===== config.mk =====
export PLATFORM = sky130hd
export DESIGN_NAME = adc_serial_host
export DESIGN_NICKNAME = d
export VERILOG_FILES = /design/src/rtl/adc_host_pkg.sv /design/src/rtl/adc_clk_phase.sv /design/src/rtl/adc_seq_fsm.sv /design/src/rtl/adc_shift_path.sv /design/src/rtl/adc_serial_host.sv
export SDC_FILE = /design/constraint.sdc
export NUM_CORES = 1
export LEC_CHECK = 0
export BUFFER_PORTS_ARGS = -buffer_cell sky130_fd_sc_hd__buf_2
export CORE_MARGIN = 10
export CORE_UTILIZATION = 30
export DETAILED_ROUTE_END_ITERATION = 16
export GPL_ROUTABILITY_DRIVEN = 0
export GPL_TIMING_DRIVEN = 1
export PLACE_DENSITY = 0.48
export SYNTH_ARGS = -nofsm -noshare
export SYNTH_HDL_FRONTEND = slang
export SYNTH_SLANG_ARGS = --single-unit

===== constraint.sdc =====
create_clock -name clk -period 4.6 [get_ports clk]
set_input_delay 0.92 -clock clk [delete_from_list [all_inputs] [get_ports clk]]
set_output_delay 0.92 -clock clk [all_outputs]
set_load 0.01 [all_outputs]

===== src/rtl/adc_host_pkg.sv =====
package adc_host_pkg;

    localparam int FRAME_BITS = 16;
    localparam int DATA_W     = 12;
    localparam int TAG_W      = 2;
    localparam int MODE_W     = 2;
    localparam int TAIL_W     = FRAME_BITS - 1 - TAG_W - MODE_W;
    localparam int HALVES     = 2 * FRAME_BITS;
    localparam int HALF_W     = $clog2(HALVES);

    typedef enum logic [1:0] {
        ST_IDLE = 2'd0,
        ST_XFER = 2'd1,
        ST_GAP  = 2'd2
    } seq_state_e;

    // Result frame, MSB first on the wire
    typedef struct packed {
        logic              lead;
        logic [TAG_W-1:0]  tag;
        logic              sign;
        logic [DATA_W-1:0] mag;
    } rx_frame_t;

    // Outgoing control word, MSB first on the wire
    typedef struct packed {
        logic              wr;
        logic [TAG_W-1:0]  addr;
        logic [MODE_W-1:0] mode;
        logic [TAIL_W-1:0] tail;
    } ctrl_word_t;

    function automatic ctrl_word_t make_ctrl(input logic [TAG_W-1:0]  a,
                                             input logic [MODE_W-1:0] m,
                                             input logic [TAIL_W-1:0] t);
        ctrl_word_t w;
        w.wr   = 1'b1;
        w.addr = a;
        w.mode = m;
        w.tail = t;
        return w;
    endfunction

    function automatic logic [FRAME_BITS-1:0] shift_in(input logic [FRAME_BITS-1:0] s,
                                                       input logic b);
        return {s[FRAME_BITS-2:0], b};
    endfunction

endpackage


===== src/rtl/adc_clk_phase.sv =====
module adc_clk_phase
    import adc_host_pkg::*;
#(
    parameter int DIV = 4
) (
    input  logic clk,
    input  logic rst,
    input  logic run,
    input  logic load,
    output logic half_end,
    output logic low_phase,
    output logic last_half
);
    localparam int DIV_W = (DIV > 1) ? $clog2(DIV) : 1;
    localparam logic [DIV_W-1:0]  DIV_LAST  = DIV_W'(DIV - 1);
    localparam logic [HALF_W-1:0] HALF_LAST = HALF_W'(HALVES - 1);

    logic [DIV_W-1:0]  div_q;
    logic [HALF_W-1:0] half_q;

    always_ff @(posedge clk) begin
        if (rst || load) begin
            div_q  <= '0;
            half_q <= '0;
        end else if (run) begin
            if (div_q == DIV_LAST) begin
                div_q  <= '0;
                half_q <= half_q + 1'b1;
            end else begin
                div_q <= div_q + 1'b1;
            end
        end
    end

    assign half_end  = run && (div_q == DIV_LAST);
    assign low_phase = half_q[0];
    assign last_half = (half_q == HALF_LAST);

    // the phase divider never leaves its range
    a_r3_div_range: assert property (@(posedge clk) disable iff (rst)
        div_q <= DIV_LAST);

    // a phase only advances at the end of a full divided interval
    a_r3_phase_hold: assert property (@(posedge clk) disable iff (rst)
        (run && !load && !half_end) |=> $stable(half_q));

endmodule


===== src/rtl/adc_seq_fsm.sv =====
module adc_seq_fsm
    import adc_host_pkg::*;
#(
    parameter int DIV = 4
) (
    input  logic             clk,
    input  logic             rst,
    input  logic             start,
    input  logic [TAG_W-1:0] chan,
    input  logic             half_end,
    input  logic             last_half,
    output logic             xfer,
    output logic             load,
    output logic             frame_end,
    output logic             busy,
    output logic [TAG_W-1:0] expect_tag
);
    localparam int GAP_LEN = 2 * DIV;
    localparam int GAP_W   = $clog2(GAP_LEN + 1);
    localparam logic [GAP_W-1:0] GAP_LAST = GAP_W'(GAP_LEN - 1);

    seq_state_e       state_q;
    logic [GAP_W-1:0] gap_q;
    logic [TAG_W-1:0] last_req_q;
    logic [TAG_W-1:0] expect_q;

    assign xfer       = (state_q == ST_XFER);
    assign busy       = (state_q != ST_IDLE);
    assign load       = (state_q == ST_IDLE) && start;
    assign frame_end  = xfer && half_end && last_half;
    assign expect_tag = expect_q;

    always_ff @(posedge clk) begin
        if (rst) begin
            state_q    <= ST_IDLE;
            gap_q      <= '0;
            last_req_q <= '0;
            expect_q   <= '0;
        end else begin
            unique case (state_q)
                ST_IDLE: begin
                    if (start) begin
                        state_q    <= ST_XFER;
                        expect_q   <= last_req_q;
                        last_req_q <= chan;
                    end
                end
                ST_XFER: begin
                    if (frame_end) begin
                        state_q <= ST_GAP;
                        gap_q   <= '0;
                    end
                end
                ST_GAP: begin
                    if (gap_q == GAP_LAST) begin
                        state_q <= ST_IDLE;
                    end else begin
                        gap_q <= gap_q + 1'b1;
                    end
                end
                default: state_q <= ST_IDLE;
            endcase
        end
    end

    // an idle start opens a frame in the next cycle
    a_r2_start_opens: assert property (@(posedge clk) disable iff (rst)
        (!busy && start) |=> xfer);

    // a start during activity never re-enters the transfer from idle
    a_r10_busy_ignore: assert property (@(posedge clk) disable iff (rst)
        (busy && start && !xfer) |=> !xfer);

endmodule


===== src/rtl/adc_shift_path.sv =====
module adc_shift_path
    import adc_host_pkg::*;
(
    input  logic             clk,
    input  logic             rst,
    input  logic             load,
    input  ctrl_word_t       ctrl,
    input  logic             shift_en,
    input  logic             sample_en,
    input  logic             frame_end,
    input  logic             dout,
    input  logic [TAG_W-1:0] expect_tag,
    output logic             tx_msb,
    output logic             done,
    output rx_frame_t        result,
    output logic             frame_err,
    output logic             mismatch
);
    logic [FRAME_BITS-1:0] tx_q;
    logic [FRAME_BITS-1:0] rx_q;
    rx_frame_t             res_q;
    rx_frame_t             fr_next;
    logic                  done_q;
    logic                  err_q;
    logic                  mis_q;

    assign fr_next = rx_frame_t'(shift_in(rx_q, dout));

    always_ff @(posedge clk) begin
        if (rst) begin
            tx_q <= '0;
            rx_q <= '0;
        end else if (load) begin
            tx_q <= ctrl;
            rx_q <= '0;
        end else begin
            if (shift_en) begin
                tx_q <= {tx_q[FRAME_BITS-2:0], 1'b0};
            end
            if (sample_en) begin
                rx_q <= shift_in(rx_q, dout);
            end
        end
    end

    always_ff @(posedge clk) begin
        if (rst) begin
            res_q  <= '0;
            err_q  <= 1'b0;
            mis_q  <= 1'b0;
            done_q <= 1'b0;
        end else begin
            done_q <= frame_end;
            if (frame_end) begin
                res_q <= fr_next;
                err_q <= fr_next.lead;
                mis_q <= (fr_next.tag != expect_tag);
            end
        end
    end

    assign tx_msb    = tx_q[FRAME_BITS-1];
    assign done      = done_q;
    assign result    = res_q;
    assign frame_err = err_q;
    assign mismatch  = mis_q;

    // done lasts a single cycle
    a_r6_done_pulse: assert property (@(posedge clk) disable iff (rst)
        done |=> !done);

    // result fields are held between done pulses
    a_r6_result_held: assert property (@(posedge clk) disable iff (rst)
        !frame_end |=> ($stable(result) && $stable(frame_err) && $stable(mismatch)));

endmodule


===== src/rtl/adc_serial_host.sv =====
module adc_serial_host
    import adc_host_pkg::*;
#(
    parameter int                DIV       = 4,
    parameter logic [TAIL_W-1:0] CTRL_TAIL = '0
) (
    input  logic              clk,
    input  logic              rst,
    input  logic              start_i,
    input  logic [TAG_W-1:0]  chan_i,
    input  logic [MODE_W-1:0] mode_i,
    output logic              busy_o,
    output logic              done_o,
    output logic [TAG_W-1:0]  res_chan_o,
    output logic              res_sign_o,
    output logic [DATA_W-1:0] res_data_o,
    output logic              frame_err_o,
    output logic              chan_mis_o,
    output logic              cs_n_o,
    output logic              sclk_o,
    output logic              din_o,
    input  logic              dout_i
);
    generate
        if (DIV < 2) begin : g_div_check
            $error("DIV must be at least 2");
        end
    endgenerate

    logic             xfer;
    logic             load;
    logic             frame_end;
    logic             half_end;
    logic             low_phase;
    logic             last_half;
    logic             tx_msb;
    logic [TAG_W-1:0] expect_tag;
    logic             shift_en;
    logic             sample_en;
    rx_frame_t        result;
    ctrl_word_t       ctrl;

    assign ctrl = make_ctrl(chan_i, mode_i, CTRL_TAIL);

    adc_seq_fsm #(.DIV(DIV)) u_seq (
        .clk        (clk),
        .rst        (rst),
        .start      (start_i),
        .chan       (chan_i),
        .half_end   (half_end),
        .last_half  (last_half),
        .xfer       (xfer),
        .load       (load),
        .frame_end  (frame_end),
        .busy       (busy_o),
        .expect_tag (expect_tag)
    );

    adc_clk_phase #(.DIV(DIV)) u_phase (
        .clk       (clk),
        .rst       (rst),
        .run       (xfer),
        .load      (load),
        .half_end  (half_end),
        .low_phase (low_phase),
        .last_half (last_half)
    );

    // Low phase ends with a rising sclk edge: sample there, and advance the
    // outgoing word for the next falling edge (not after the final phase).
    assign sample_en = half_end && low_phase;
    assign shift_en  = half_end && low_phase && !last_half;

    adc_shift_path u_path (
        .clk        (clk),
        .rst        (rst),
        .load       (load),
        .ctrl       (ctrl),
        .shift_en   (shift_en),
        .sample_en  (sample_en),
        .frame_end  (frame_end),
        .dout       (dout_i),
        .expect_tag (expect_tag),
        .tx_msb     (tx_msb),
        .done       (done_o),
        .result     (result),
        .frame_err  (frame_err_o),
        .mismatch   (chan_mis_o)
    );

    assign cs_n_o     = !xfer;
    assign sclk_o     = !(xfer && low_phase);
    assign din_o      = xfer && tx_msb;
    assign res_chan_o = result.tag;
    assign res_sign_o = result.sign;
    assign res_data_o = result.mag;

    // sclk only falls inside an open frame
    a_r3_fall_in_frame: assert property (@(posedge clk) disable iff (rst)
        $fell(sclk_o) |-> !cs_n_o);

    // the control bit does not move across a falling sclk edge
    a_r4_din_stable: assert property (@(posedge clk) disable iff (rst)
        $fell(sclk_o) |-> $stable(din_o));

    // done arrives with select already released
    a_r6_done_closed: assert property (@(posedge clk) disable iff (rst)
        done_o |-> (cs_n_o && busy_o));

    // select stays released for more than one cycle after a frame
    a_r9_guard: assert property (@(posedge clk) disable iff (rst)
        $rose(cs_n_o) |=> cs_n_o);

endmodule


# Word level (Yosys, flattened, before mapping)
# Cells that the tools add are included.
# op_classes
n_addsub	3
n_eq_ne	10
muxes	10
n_reduce_logical	21
# ops
operator	n
2-to-1 mux 16 bit	2
logical AND 1 bit	8
2-to-1 mux 2 bit	4
2-to-1 mux 4 bit	2
case mux 4 bit (2 select lines)	1
case mux 2 bit (3 select lines)	1
AND reduction 3 bit	2
nonzero test 2 bit	3
adder 5 x 1 -> 5 bit (second input constant)	1
equality test 5 bit (second input constant)	1
adder 4 x 1 -> 4 bit (second input constant)	1
equality test 2 bit (second input constant)	2
equality test 4 x 3 -> 1 bit (second input constant)	1
inequality test 2 x 1 -> 1 bit (second input constant)	2
inequality test 2 bit (second input constant)	2
AND reduction 2 bit	2
zero test 1 bit	3
adder 2 x 1 -> 2 bit (second input constant)	1
equality test 2 x 1 -> 1 bit (second input constant)	1
zero test 2 bit	1
inequality test 2 bit	1
OR reduction 2 bit	1
logical OR 1 bit	1
# totals
register_bits	55
in_bits	8
wordCells	58

# Logic depth before layout (Yosys ltp)
# Gate-level depths: netlist of run 1.
# depth
ltp_word	6
ltp_mapped	8
ltp_nobuf	6

# Modules after synthesis
# From an unflattened synthesis of run 1, not the netlist that was laid out.
# unflattened
hier_cells	273
hier_area_um2	2805.2
# by_module_without_submodules
mod	n_inst	cells_each	area_each_um2	seq_area_each_um2
adc_shift_path	1	181	1968.1	980.9
adc_seq_fsm	1	49	478.0	200.2
adc_clk_phase	1	36	321.6	140.1
adc_serial_host	1	7	37.5	0.0

# Worst setup path after synthesis of run 1
# No wires, ideal clock.
# synth_path
path_type	register to output
startpoint	register u_seq.state_q[1]
endpoint	output din_o
arrival_ps	1018
required_ps	3680
slack_ps	2662
path_stages_with_launch	5
path_buffers	1
cell_sequence	dfxtp_1 > inv_1 > ha_1 > buf_2 > and2_1
# synth_between
elab_chain_cells	2
# synth_lines
item	line_no	text
start: declaration	adc_seq_fsm.sv:22	seq_state_e state_q;
start signal: assignment	adc_seq_fsm.sv:35	state_q <= ST_IDLE;
start signal: assignment	adc_seq_fsm.sv:43	state_q <= ST_XFER;
start signal: assignment	adc_seq_fsm.sv:50	state_q <= ST_GAP;
equality test 2 x 1 -> 1 bit	adc_seq_fsm.sv:27	assign xfer = (state_q == ST_XFER);
logical AND 1 bit	adc_serial_host.sv:93	assign din_o = xfer && tx_msb;
end: declaration	adc_serial_host.sv:21	output logic din_o,
# Every way passes these cells.

# Worst setup path after layout of run 1
# Ends and elaborated chain as after synthesis.

==> results.cfg, run 1 <==
[floorplan]
die_area_um2 = 11400
fp.dieW_um = 107
die_h_um = 107
num_rows = 31
floorplan.initialDensity = 0.309
core_um2 = 7290
io-pin-count = 30

[clock_network]
cts_tree = done
clock_path_buffers = 2
cts_resized = 0
holdBufCountCts = 0
clkLatencyLatePin_ns = 0.31
clk_pin_slew_worst_paths_ns = 0.09
cts_setup_buffers = 0
htree_levels = 2
clockRootBuffer = clkbuf_8
numClockSinks = 55
cts_buffers = 5

[cells_and_area]
final_area_um2 = 2560
fin_nets = 310
final_cell_mix = nand2_1 (77), dfxtp_1 (55), a21oi_1 (41)
final_common_cell = nand2_1
drive_above_1_share = 0.133
antenna_cells = 0
areaGrowthSynthToFinish_pct = 13.7

[critical_path]
critPathArrivalTime_ns = 1.55
path_class = register to output port
cp-start-kind = register
required_ns = 3.68
cp-end-kind = output port
crit_fanout = 16

[drt]
antenna_left = 0
wl_per_cell_um = 11.9
drt-vias-per-instance = 4.59
vias = 1803
drt-initial-drc-count = 110
wl_um = 4660
dr.pass1.iters = 4
drcViolationCount = 0

[timing]
finalHoldViolations = 0
rsz0062_at_grt = no
period_share = 0.537
finalMaxSlewViolations = 0
clock.fmax_mhz = 405
finalClockSkew_ns = 0.00884
relSlewSlack = 0.451
worst_pin_slew_ns = 0.824
tns_ns = 0
setup_viol = 0
layout_min_cycle_time_ns = 2.47

[yosys]
synth.avg_cell_area_um2 = 8.26
synth-seq-cells = 55
seq_area_frac_synth = 0.488
netlist_area_um2 = 2260
ys_types = 36
ys_warn_count = 0
synthesis.nets = 290
synthCells = 273

[grt]
first_global_vias = 1737
grt.overflow.total = 0
grt_max_degree = 40
grt.total_usage = 0.0835
grt_pass1_wl_um = 7990
grt_antenna_before_repair = 0

[pwr]
p_comb_frac = 0.210
p_leak_nw = 0.979
peakVddDrop_mv = 0.140
switchingPower_mw = 0.317
seqPwrFrac = 0.484
pwr_density_cell_nw_per_um2 = 416
cell_internal_pwr_mw = 0.750
clock_power_share = 0.305
swShare = 0.297

[place]
port_buffers = 29
postPlaceCellArea_um2 = 2450
hpwl_um = 3210

[hold_path]
min_path_type = register to register

[flow_run]
max-cap-violations = 0

[outcome]
status = complete, no violations
[power groups by stage]
stage                     clock [mW]  sequential, mW  combinational (mW)
final                          0.326           0.517               0.225
after global routing           0.353           0.520               0.259
after CTS                      0.339           0.518               0.232
after detailed placement           0           0.528               0.230
after global placement             0           0.528               0.230
after floorplan                    0           0.525               0.182
[final timing paths]
| kind | from | end | slack [ns] | cells after the start |
|---|---|---|---|---|
| worst max-delay path | u_seq.state_q[1]$_SDFFE_PP0P_ | din_o | 2.13 | 4 |
| worst min-delay path | u_seq.last_req_q[1]$_SDFFE_PP0P_ | u_seq.expect_tag[1]$_SDFFE_PP0P_ | 0.46 | 2 |
| worst max register to register | u_seq.state_q[1]$_SDFFE_PP0P_ | u_phase.half_q[3]$_SDFFE_PP0N_ | 2.33 | 5 |
| worst min register to register | u_seq.last_req_q[1]$_SDFFE_PP0P_ | u_seq.expect_tag[1]$_SDFFE_PP0P_ | 0.46 | 2 |
[stage by stage]
step / utilization / total power [mW] / cells / setup WS [ns] / hold WS, ns
floorplan: - / 0.706 / 273 / 2.66 / 0.432
global placement: 0.336 / 0.758 / 385 / 2.10 / 0.445
detailed placement: 0.336 / 0.758 / 385 / 2.09 / 0.446
CTS: 0.352 / 1.09 / 393 / 2.09 / 0.461
global route: 0.352 / 1.13 / 393 / 1.98 / 0.472
finish: 0.352 / 1.07 / 393 / 2.13 / 0.458
[flip-flops by register name, indices dropped and copies added (netlist names), 2 cells and up]
signal	cells
u_seq.state_q	2
u_path.rx_q	15
u_seq.expect_tag	2
u_seq.last_req_q	2
u_path.tx_q	5
u_path.result	15
u_phase.half_q	5
u_phase.div_q	2
u_seq.gap_q	4
[synth_stat cells]
master / number / share of area
or4_1: 1 / 0.0033
a21oi_1: 41 / 0.091
and2_1: 2 / 0.0055
ha_1: 9 / 0.050
o32ai_1: 1 / 0.0039
or3_1: 1 / 0.0028
a2111oi_0: 2 / 0.0078
a21bo_2: 1 / 0.0044
a31oi_1: 1 / 0.0028
a311oi_1: 1 / 0.0039
o22ai_1: 2 / 0.0055
nand3_1: 8 / 0.018
or2_2: 1 / 0.0028
inv_1: 7 / 0.012
xor2_1: 2 / 0.0078
nand2_1: 77 / 0.13
a221oi_1: 1 / 0.0039
nor3b_1: 1 / 0.0033
nand2b_1: 8 / 0.022
and4b_1: 1 / 0.0044
nor2_1: 11 / 0.018
a21boi_0: 1 / 0.0033
nand3b_1: 1 / 0.0033
buf_2: 6 / 0.013
nor3_1: 4 / 0.0089
a211oi_1: 3 / 0.010
nand4_1: 1 / 0.0028
and3_1: 3 / 0.0083
clkbuf_1: 9 / 0.015
nand4b_2: 1 / 0.0067
mux2i_1: 5 / 0.022
or3b_1: 1 / 0.0039
o21ai_0: 1 / 0.0022
xnor2_1: 2 / 0.0078
dfxtp_1: 55 / 0.49
buf_4: 1 / 0.0033
[critical path, cell delays in order (launching register included)]
cell and delay (ns):
dfxtp_1 0.33, inv_1 0.12, ha_1 0.48, and2_1 0.19
buf_2 0.12
[final cells by class]
type / count / area (um^2)
fill: 810 / 4730
clock inverter: 2 / 38.8
timing repair buffer: 29 / 145
sequential: 55 / 1100
inverter: 7 / 26.3
tap: 99 / 124
clock buffer: 6 / 72.6
multi-input combinational: 195 / 1060
[per-layer routing]
metal / up-vias / global-route usage / share of wire
met1: 821 / 0.0980 / 0.49
li1: 951 / - / -
met5: - / 0 / 0
met3: 7 / 0.0263 / 0.045
met2: 24 / 0.138 / 0.45
met4: 0 / 0.0348 / 0.014
[kinds of logic (layout without fill, tap and decap cells)]
group,after synthesis,in the layout,synth area share
flip-flops,55,55,0.488
adder cells (fa/ha/maj),9,9,0.0499
XOR/XNOR,4,4,0.0155
AO/OA/AOI/OAI,55,55,0.139
buffers and inverters,23,44,0.0433
AND/OR/NAND/NOR,122,122,0.242
multiplexers,5,5,0.0222
Note: power is estimated with default switching activity, not from simulation.
==> run 2: changes to the inputs <==
--- a/config.mk
+++ b/config.mk
@@ -5,13 +5,14 @@
 export SDC_FILE = /design/constraint.sdc
 export NUM_CORES = 1
 export LEC_CHECK = 0
+export ABC_AREA = 1
 export BUFFER_PORTS_ARGS = -buffer_cell sky130_fd_sc_hd__buf_2
 export CORE_MARGIN = 10
 export CORE_UTILIZATION = 30
 export DETAILED_ROUTE_END_ITERATION = 16
 export GPL_ROUTABILITY_DRIVEN = 0
 export GPL_TIMING_DRIVEN = 1
-export PLACE_DENSITY = 0.48
+export PLACE_DENSITY = 0.5
 export SYNTH_ARGS = -nofsm -noshare
 export SYNTH_HDL_FRONTEND = slang
 export SYNTH_SLANG_ARGS = --single-unit
==> constraint.sdc (replaced) <==
create_clock -name clk -period 2.03 [get_ports clk]
set_input_delay 0.406 -clock clk [delete_from_list [all_inputs] [get_ports clk]]
set_output_delay 0.406 -clock clk [all_outputs]
set_load 0.01 [all_outputs]
==> results.cfg, run 2 <==
[outcome]
status = complete, no violations

[yosys]
synth_mux_area_frac = 0
synth-simple-area-share = 0.252
synth_compound_area_frac = 0.146
synth_most_common_cell = nor2_1
synth.avg_cell_area_um2 = 7.85
synthArstFlopShare = 0
ys.flop_type = dfxtp_1
yosysTopAreaCell = dfxtp_1
synthesis.nets = 310
seq_area_frac_synth = 0.479
synth_edf_count = 0
ys_warn_count = 0
synth_area_leaders = dfxtp_1 (48%), nor2_1 (11%), o21ai_0 (7.6%)
synth-seq-cells = 55
synthXorXnorAreaFrac = 0.00762
synthAdderAreaFrac = 0.0490
yosysTopAreaCellShare = 0.479
synth_commonest_cells = nor2_1 (70), dfxtp_1 (55), o21ai_0 (35)
synthCells = 293
ys_types = 25
synth_top_family_by_area = simple AND/OR/NAND/NOR gates
netlist_area_um2 = 2300

[cells_and_area]
drive_above_1_share = 0.207
final_common_cell = nor2_1
antenna_cells = 0
fin_nets = 340
areaGrowthSynthToFinish_pct = 16.0
final_cell_mix = nor2_1 (70), dfxtp_1 (55), o21ai_0 (35)
nFillCells = 817
finalNonFillerCells = 423

[timing]
finalMaxSlewViolations = 0
clock.fmax_mhz = 524
period_share = 0.939
hold_ws_ns = 0.338
tns_ns = 0
layout_min_cycle_time_ns = 1.91
rsz0062_at_grt = no
relSlewSlack = 0.762
setup_viol = 0
finalHoldViolations = 0
worst_pin_slew_ns = 0.357
finalClockSkew_ns = 0.00470

[drt]
antenna_left = 0
drt-initial-drc-count = 91
wl_um = 4900
drt-vias-per-instance = 4.36
vias = 1846
drcViolationCount = 0
dr.pass1.iters = 4
wl_per_cell_um = 11.6

[clock_network]
clk_pin_slew_worst_paths_ns = 0.10
clkLatencyLatePin_ns = 0.31
clockRootBuffer = clkbuf_8
clock_path_buffers = 2
cts_buffers = 5
htree_levels = 2
numClockSinks = 55
cts_tree = done

[pwr]
pwr_density_cell_nw_per_um2 = 994
p_leak_nw = 1.24
peakVddDrop_mv = 0.346

[hold_path]
hp-start = dout_i
min_path_type = input pin to register

[critical_path]
cp-end-kind = output port
crit_fanout = 4
rr_startpoint = u_phase.half_q[1]$_SDFFE_PP0N_
critPathArrivalTime_ns = 1.50
max_stage_delay_ns = 0.35
critPathSlowestCell = dfxtp_1
cp-start-kind = register
crit_top_cell = inv_1
cp_top_family = buffers and inverters
crit_buf_inv = 4
required_ns = 1.62
path_class = register to output port
crit_path_start = u_seq.state_q[1]$_SDFFE_PP0P_
path_cells = inv_1 -> ha_1 -> buf_4 -> nand2_1 -> inv_1 -> buf_2

[floorplan]
floorplan.initialDensity = 0.312
die_h_um = 108
die_area_um2 = 11600
num_rows = 31
fp.dieW_um = 108
core_um2 = 7370
io-pin-count = 30

[place]
hpwl_um = 3480
port_buffers = 29
placedCellCount = 415

[grt]
grt_pass1_wl_um = 8600
grt_max_degree = 26
grt.total_usage = 0.0907
grt_antenna_before_repair = 0
first_global_vias = 1862
grt.overflow.total = 0

[flow_run]
max-cap-violations = 0
[run 2: logic make-up after synthesis]
group / after synthesis
AOI/OAI and AO/OA: 62
xor gates and xnor gates: 2
DFF: 55
and+or+nand+nor: 133
buffers and inverters: 32
adders and majority gates: 9
[run 2: metrics by stage]
stage,util,instance area (um^2),power [mW],setup slack [ns]
finish,0.362,2670,2.65,0.123
global route,0.362,2670,2.83,0.00639
detailed placement,0.344,2530,1.83,0.205
floorplan,-,2300,1.68,0.471
CTS,0.362,2670,2.70,0.116
global placement,0.344,2530,1.82,0.219
[run 2: cell type report]
cell class | count | area, um^2 | share of cell area
Tap cell | 99 | 124 | 0.0464
Clock buffer | 6 | 72.6 | 0.0272
Clock inverter | 2 | 60.1 | 0.0225
Inverter | 21 | 81.3 | 0.0305
Timing Repair Buffer | 34 | 183 | 0.0685
Multi-Input combinational cell | 206 | 1050 | 0.392
Sequential cell | 55 | 1100 | 0.413
[run 2: tightest hold or removal path: stages]
cell and delay, ns:
buf_2 0.09, nor2_1 0.04, nor2_1 0.08
[run 2: path summary, 6_finish.rpt]
check                                      to  slack, ns  cells past startpoint
min               u_path.rx_q[0]$_SDFFE_PP0P_       0.34                      3
min reg2reg  u_seq.expect_tag[0]$_SDFFE_PP0P_       0.46                      2
max reg2reg     u_path.result[1]$_SDFFE_PP0P_       0.24                      9
max                                     din_o       0.12                      6
[run 2: timing repair]
item                       CTS  global route
setup endpoints to repair    0             3
buffers inserted             0             0
hold buffers                 0             0
resized for setup            0             0
[run 2: routing by layer]
| layer | routed length, um | vias to the layer above | part of all wire | global-route usage |
|---|---|---|---|---|
| met5 | 0 | - | 0 | 0 |
| met4 | 57 | 0 | 0.012 | 0.0315 |
| met3 | 266 | 4 | 0.054 | 0.0347 |
| met2 | 2090 | 22 | 0.43 | 0.138 |
| met1 | 2490 | 818 | 0.51 | 0.114 |
| li1 | - | 1002 | - | - |
[run 2: report_power, final]
group	switching, mW	internal (mW)	total, mW
logic	0.362	0.215	0.577
registers	0.0581	1.17	1.22
clock network	0.358	0.493	0.851
total	0.779	1.87	2.65
==> run 3: changes to the inputs <==
--- a/config.mk
+++ b/config.mk
@@ -6,13 +6,15 @@
 export NUM_CORES = 1
 export LEC_CHECK = 0
 export ABC_AREA = 1
-export BUFFER_PORTS_ARGS = -buffer_cell sky130_fd_sc_hd__buf_2
+export BUFFER_PORTS_ARGS = -buffer_cell sky130_fd_sc_hd__clkbuf_2
 export CORE_MARGIN = 10
 export CORE_UTILIZATION = 30
 export DETAILED_ROUTE_END_ITERATION = 16
 export GPL_ROUTABILITY_DRIVEN = 0
 export GPL_TIMING_DRIVEN = 1
-export PLACE_DENSITY = 0.5
+export PLACE_DENSITY = 0.49
+export RECOVER_POWER = 100
 export SYNTH_ARGS = -nofsm -noshare
 export SYNTH_HDL_FRONTEND = slang
+export SYNTH_HIERARCHICAL = 1
 export SYNTH_SLANG_ARGS = --single-unit
==> results.cfg, run 3 <==
[timing]
finalHoldViolations = 0
tns_ns = 0
layout_min_cycle_time_ns = 1.84
finalMaxSlewViolations = 0
rsz0062_at_grt = no
clock.fmax_mhz = 543
setup_viol = 0
period_share = 0.908
finalClockSkew_ns = 0.00993

[hold_path]
min_to = u_path/rx_q[0]$_SDFFE_PP0P_
min_path_type = input pin to register
hp-start = dout_i
hold_path_depth = 3

[critical_path]
ff2ff_path_depth = 10
rr_startpoint = u_phase/half_q[1]$_SDFFE_PP0P_
path_class = register to register
required_ns = 2.27
r2r_slack_ns = 0.19
r2r_end = u_path/result[9]$_SDFFE_PP0P_
cp-start-kind = register
cp-end-kind = register
crit_fanout = 13
critPathArrivalTime_ns = 2.08

[pwr]
pwr_density_cell_nw_per_um2 = 754
power_mw = 2.47
peakVddDrop_mv = 0.363
p_leak_nw = 1.47

[grt]
grt_pass1_wl_um = 11000
grt_antenna_before_repair = 0
first_global_vias = 2397
grt.overflow.total = 0
grt.total_usage = 0.102
grt_max_degree = 32

[drt]
wl_um = 6230
vias = 2424
dr.pass1.iters = 4
drcViolationCount = 0
drt-vias-per-instance = 4.30
antenna_left = 0
wl_per_cell_um = 11.0
drt-initial-drc-count = 89

[floorplan]
die_h_um = 117
num_rows = 35
io-pin-count = 30
die_area_um2 = 13700
floorplan.initialDensity = 0.307
core_um2 = 9240
fp.dieW_um = 117

[clock_network]
cts_buffers = 9
clkLatencyLatePin_ns = 0.34
clock_path_buffers = 2
clk_pin_slew_worst_paths_ns = 0.08
numClockSinks = 66
htree_levels = 3
cts_tree = done
clockRootBuffer = clkbuf_8
holdBufCountCts = 0

[yosys]
synth.avg_cell_area_um2 = 7.38
netlist_area_um2 = 2830
synthCells = 384
ys_warn_count = 6

[cells_and_area]
areaGrowthSynthToFinish_pct = 15.7
regMostFlops = u_path/tx_q
antenna_cells = 0
final_common_cell = nand2_1
drive_above_1_share = 0.131
largest_reg_flops = 16
final_cell_mix = nand2_1 (91), dfxtp_1 (65), nor2_1 (53)
fin_nets = 442

[place]
port_buffers = 29
hpwl_um = 4400

[outcome]
status = complete, no violations

[flow_run]
max-cap-violations = 0
[run 3: changes by cell type in the layout (fill, tap and decap cells not counted), moves of 6 or more]
cell / change
inv_1: +22
nor2_1: -17
nor2_2: -8
buf_2: -29
nand2_1: +57
clkbuf_2: +10
ha_1: -6
dfxtp_1: +10
nand3_1: +28
conb_1: +12
a21oi_1: +10
o21ai_0: -6
clkbuf_1: +21
[run 3: layout make-up]
class                   instances  area [um^2]
multi-input cells             268         1250
inverters                      45          174
clock inverters                 6         42.5
fillers                      1005         5960
clock buffers                  10          128
flip-flops and latches         66         1320
repair buffers                 40          196
well taps                     129          161
[run 3: worst max-delay path by stage]
stage                                               from                       endpoint  slack (ns)  depth (start not counted)
after floorplan            u_seq/state_q[0]$_SDFFE_PP0P_    u_path/tx_q[2]$_SDFFE_PP0P_        0.16                         13
after global placement    u_phase/half_q[1]$_SDFFE_PP0P_  u_path/result[6]$_SDFFE_PP0P_        0.15                          9
after detailed placement  u_phase/half_q[1]$_SDFFE_PP0P_  u_path/result[0]$_SDFFE_PP0P_        0.10                          9
after CTS                  u_seq/state_q[0]$_SDFFE_PP0P_    u_path/tx_q[8]$_SDFFE_PP0P_        0.07                         11
after global routing      u_phase/half_q[1]$_SDFFE_PP0P_  u_path/result[3]$_SDFFE_PP0P_       0.009                         10
final                     u_phase/half_q[1]$_SDFFE_PP0P_  u_path/result[9]$_SDFFE_PP0P_        0.19                         10
[run 3: timing repair]
item / CTS / global route
setup buffers: 0 / 1
setup endpoints to repair: 0 / 29
resized for setup: 0 / 5
[run 3: layer usage]
layer	GRT usage	wire (um)	vias up
met3	0.0464	315	9
li1	-	-	1286
met1	0.113	2790	1090
met5	0	0	-
met4	0.0371	95	0
met2	0.170	3030	39
[run 3: per-stage QoR]
step | cells | instance area (um^2) | util | setup WS, ns | hold WS (ns)
after global routing | 564 | 3280 | 0.355 | 0.00880 | 0.293
final | 564 | 3280 | 0.355 | 0.187 | 0.310
after global placement | 547 | 3160 | 0.342 | 0.146 | 0.449
after floorplan | 394 | 2870 | - | 0.155 | 0.433
after CTS | 563 | 3330 | 0.360 | 0.0734 | 0.289
after detailed placement | 547 | 3160 | 0.342 | 0.101 | 0.464
[run 3: power by group]
group | internal [mW] | switching, mW | total (mW)
Combinational | 0.0579 | 0.109 | 0.167
Clock | 0.444 | 0.516 | 0.960
Sequential | 1.33 | 0.0197 | 1.35
[run 3: critical path, stage by stage, from the launching register on]
cell        delay [ns]
dfxtp_1           0.35
ha_1              0.19
nand2_1           0.08
nor2_1            0.11
ha_2              0.24
nand4_4           0.13
clkinvlp_4        0.16
clkinvlp_2        0.12
buf_4             0.19
nor2_1            0.11
nor2_1            0.05
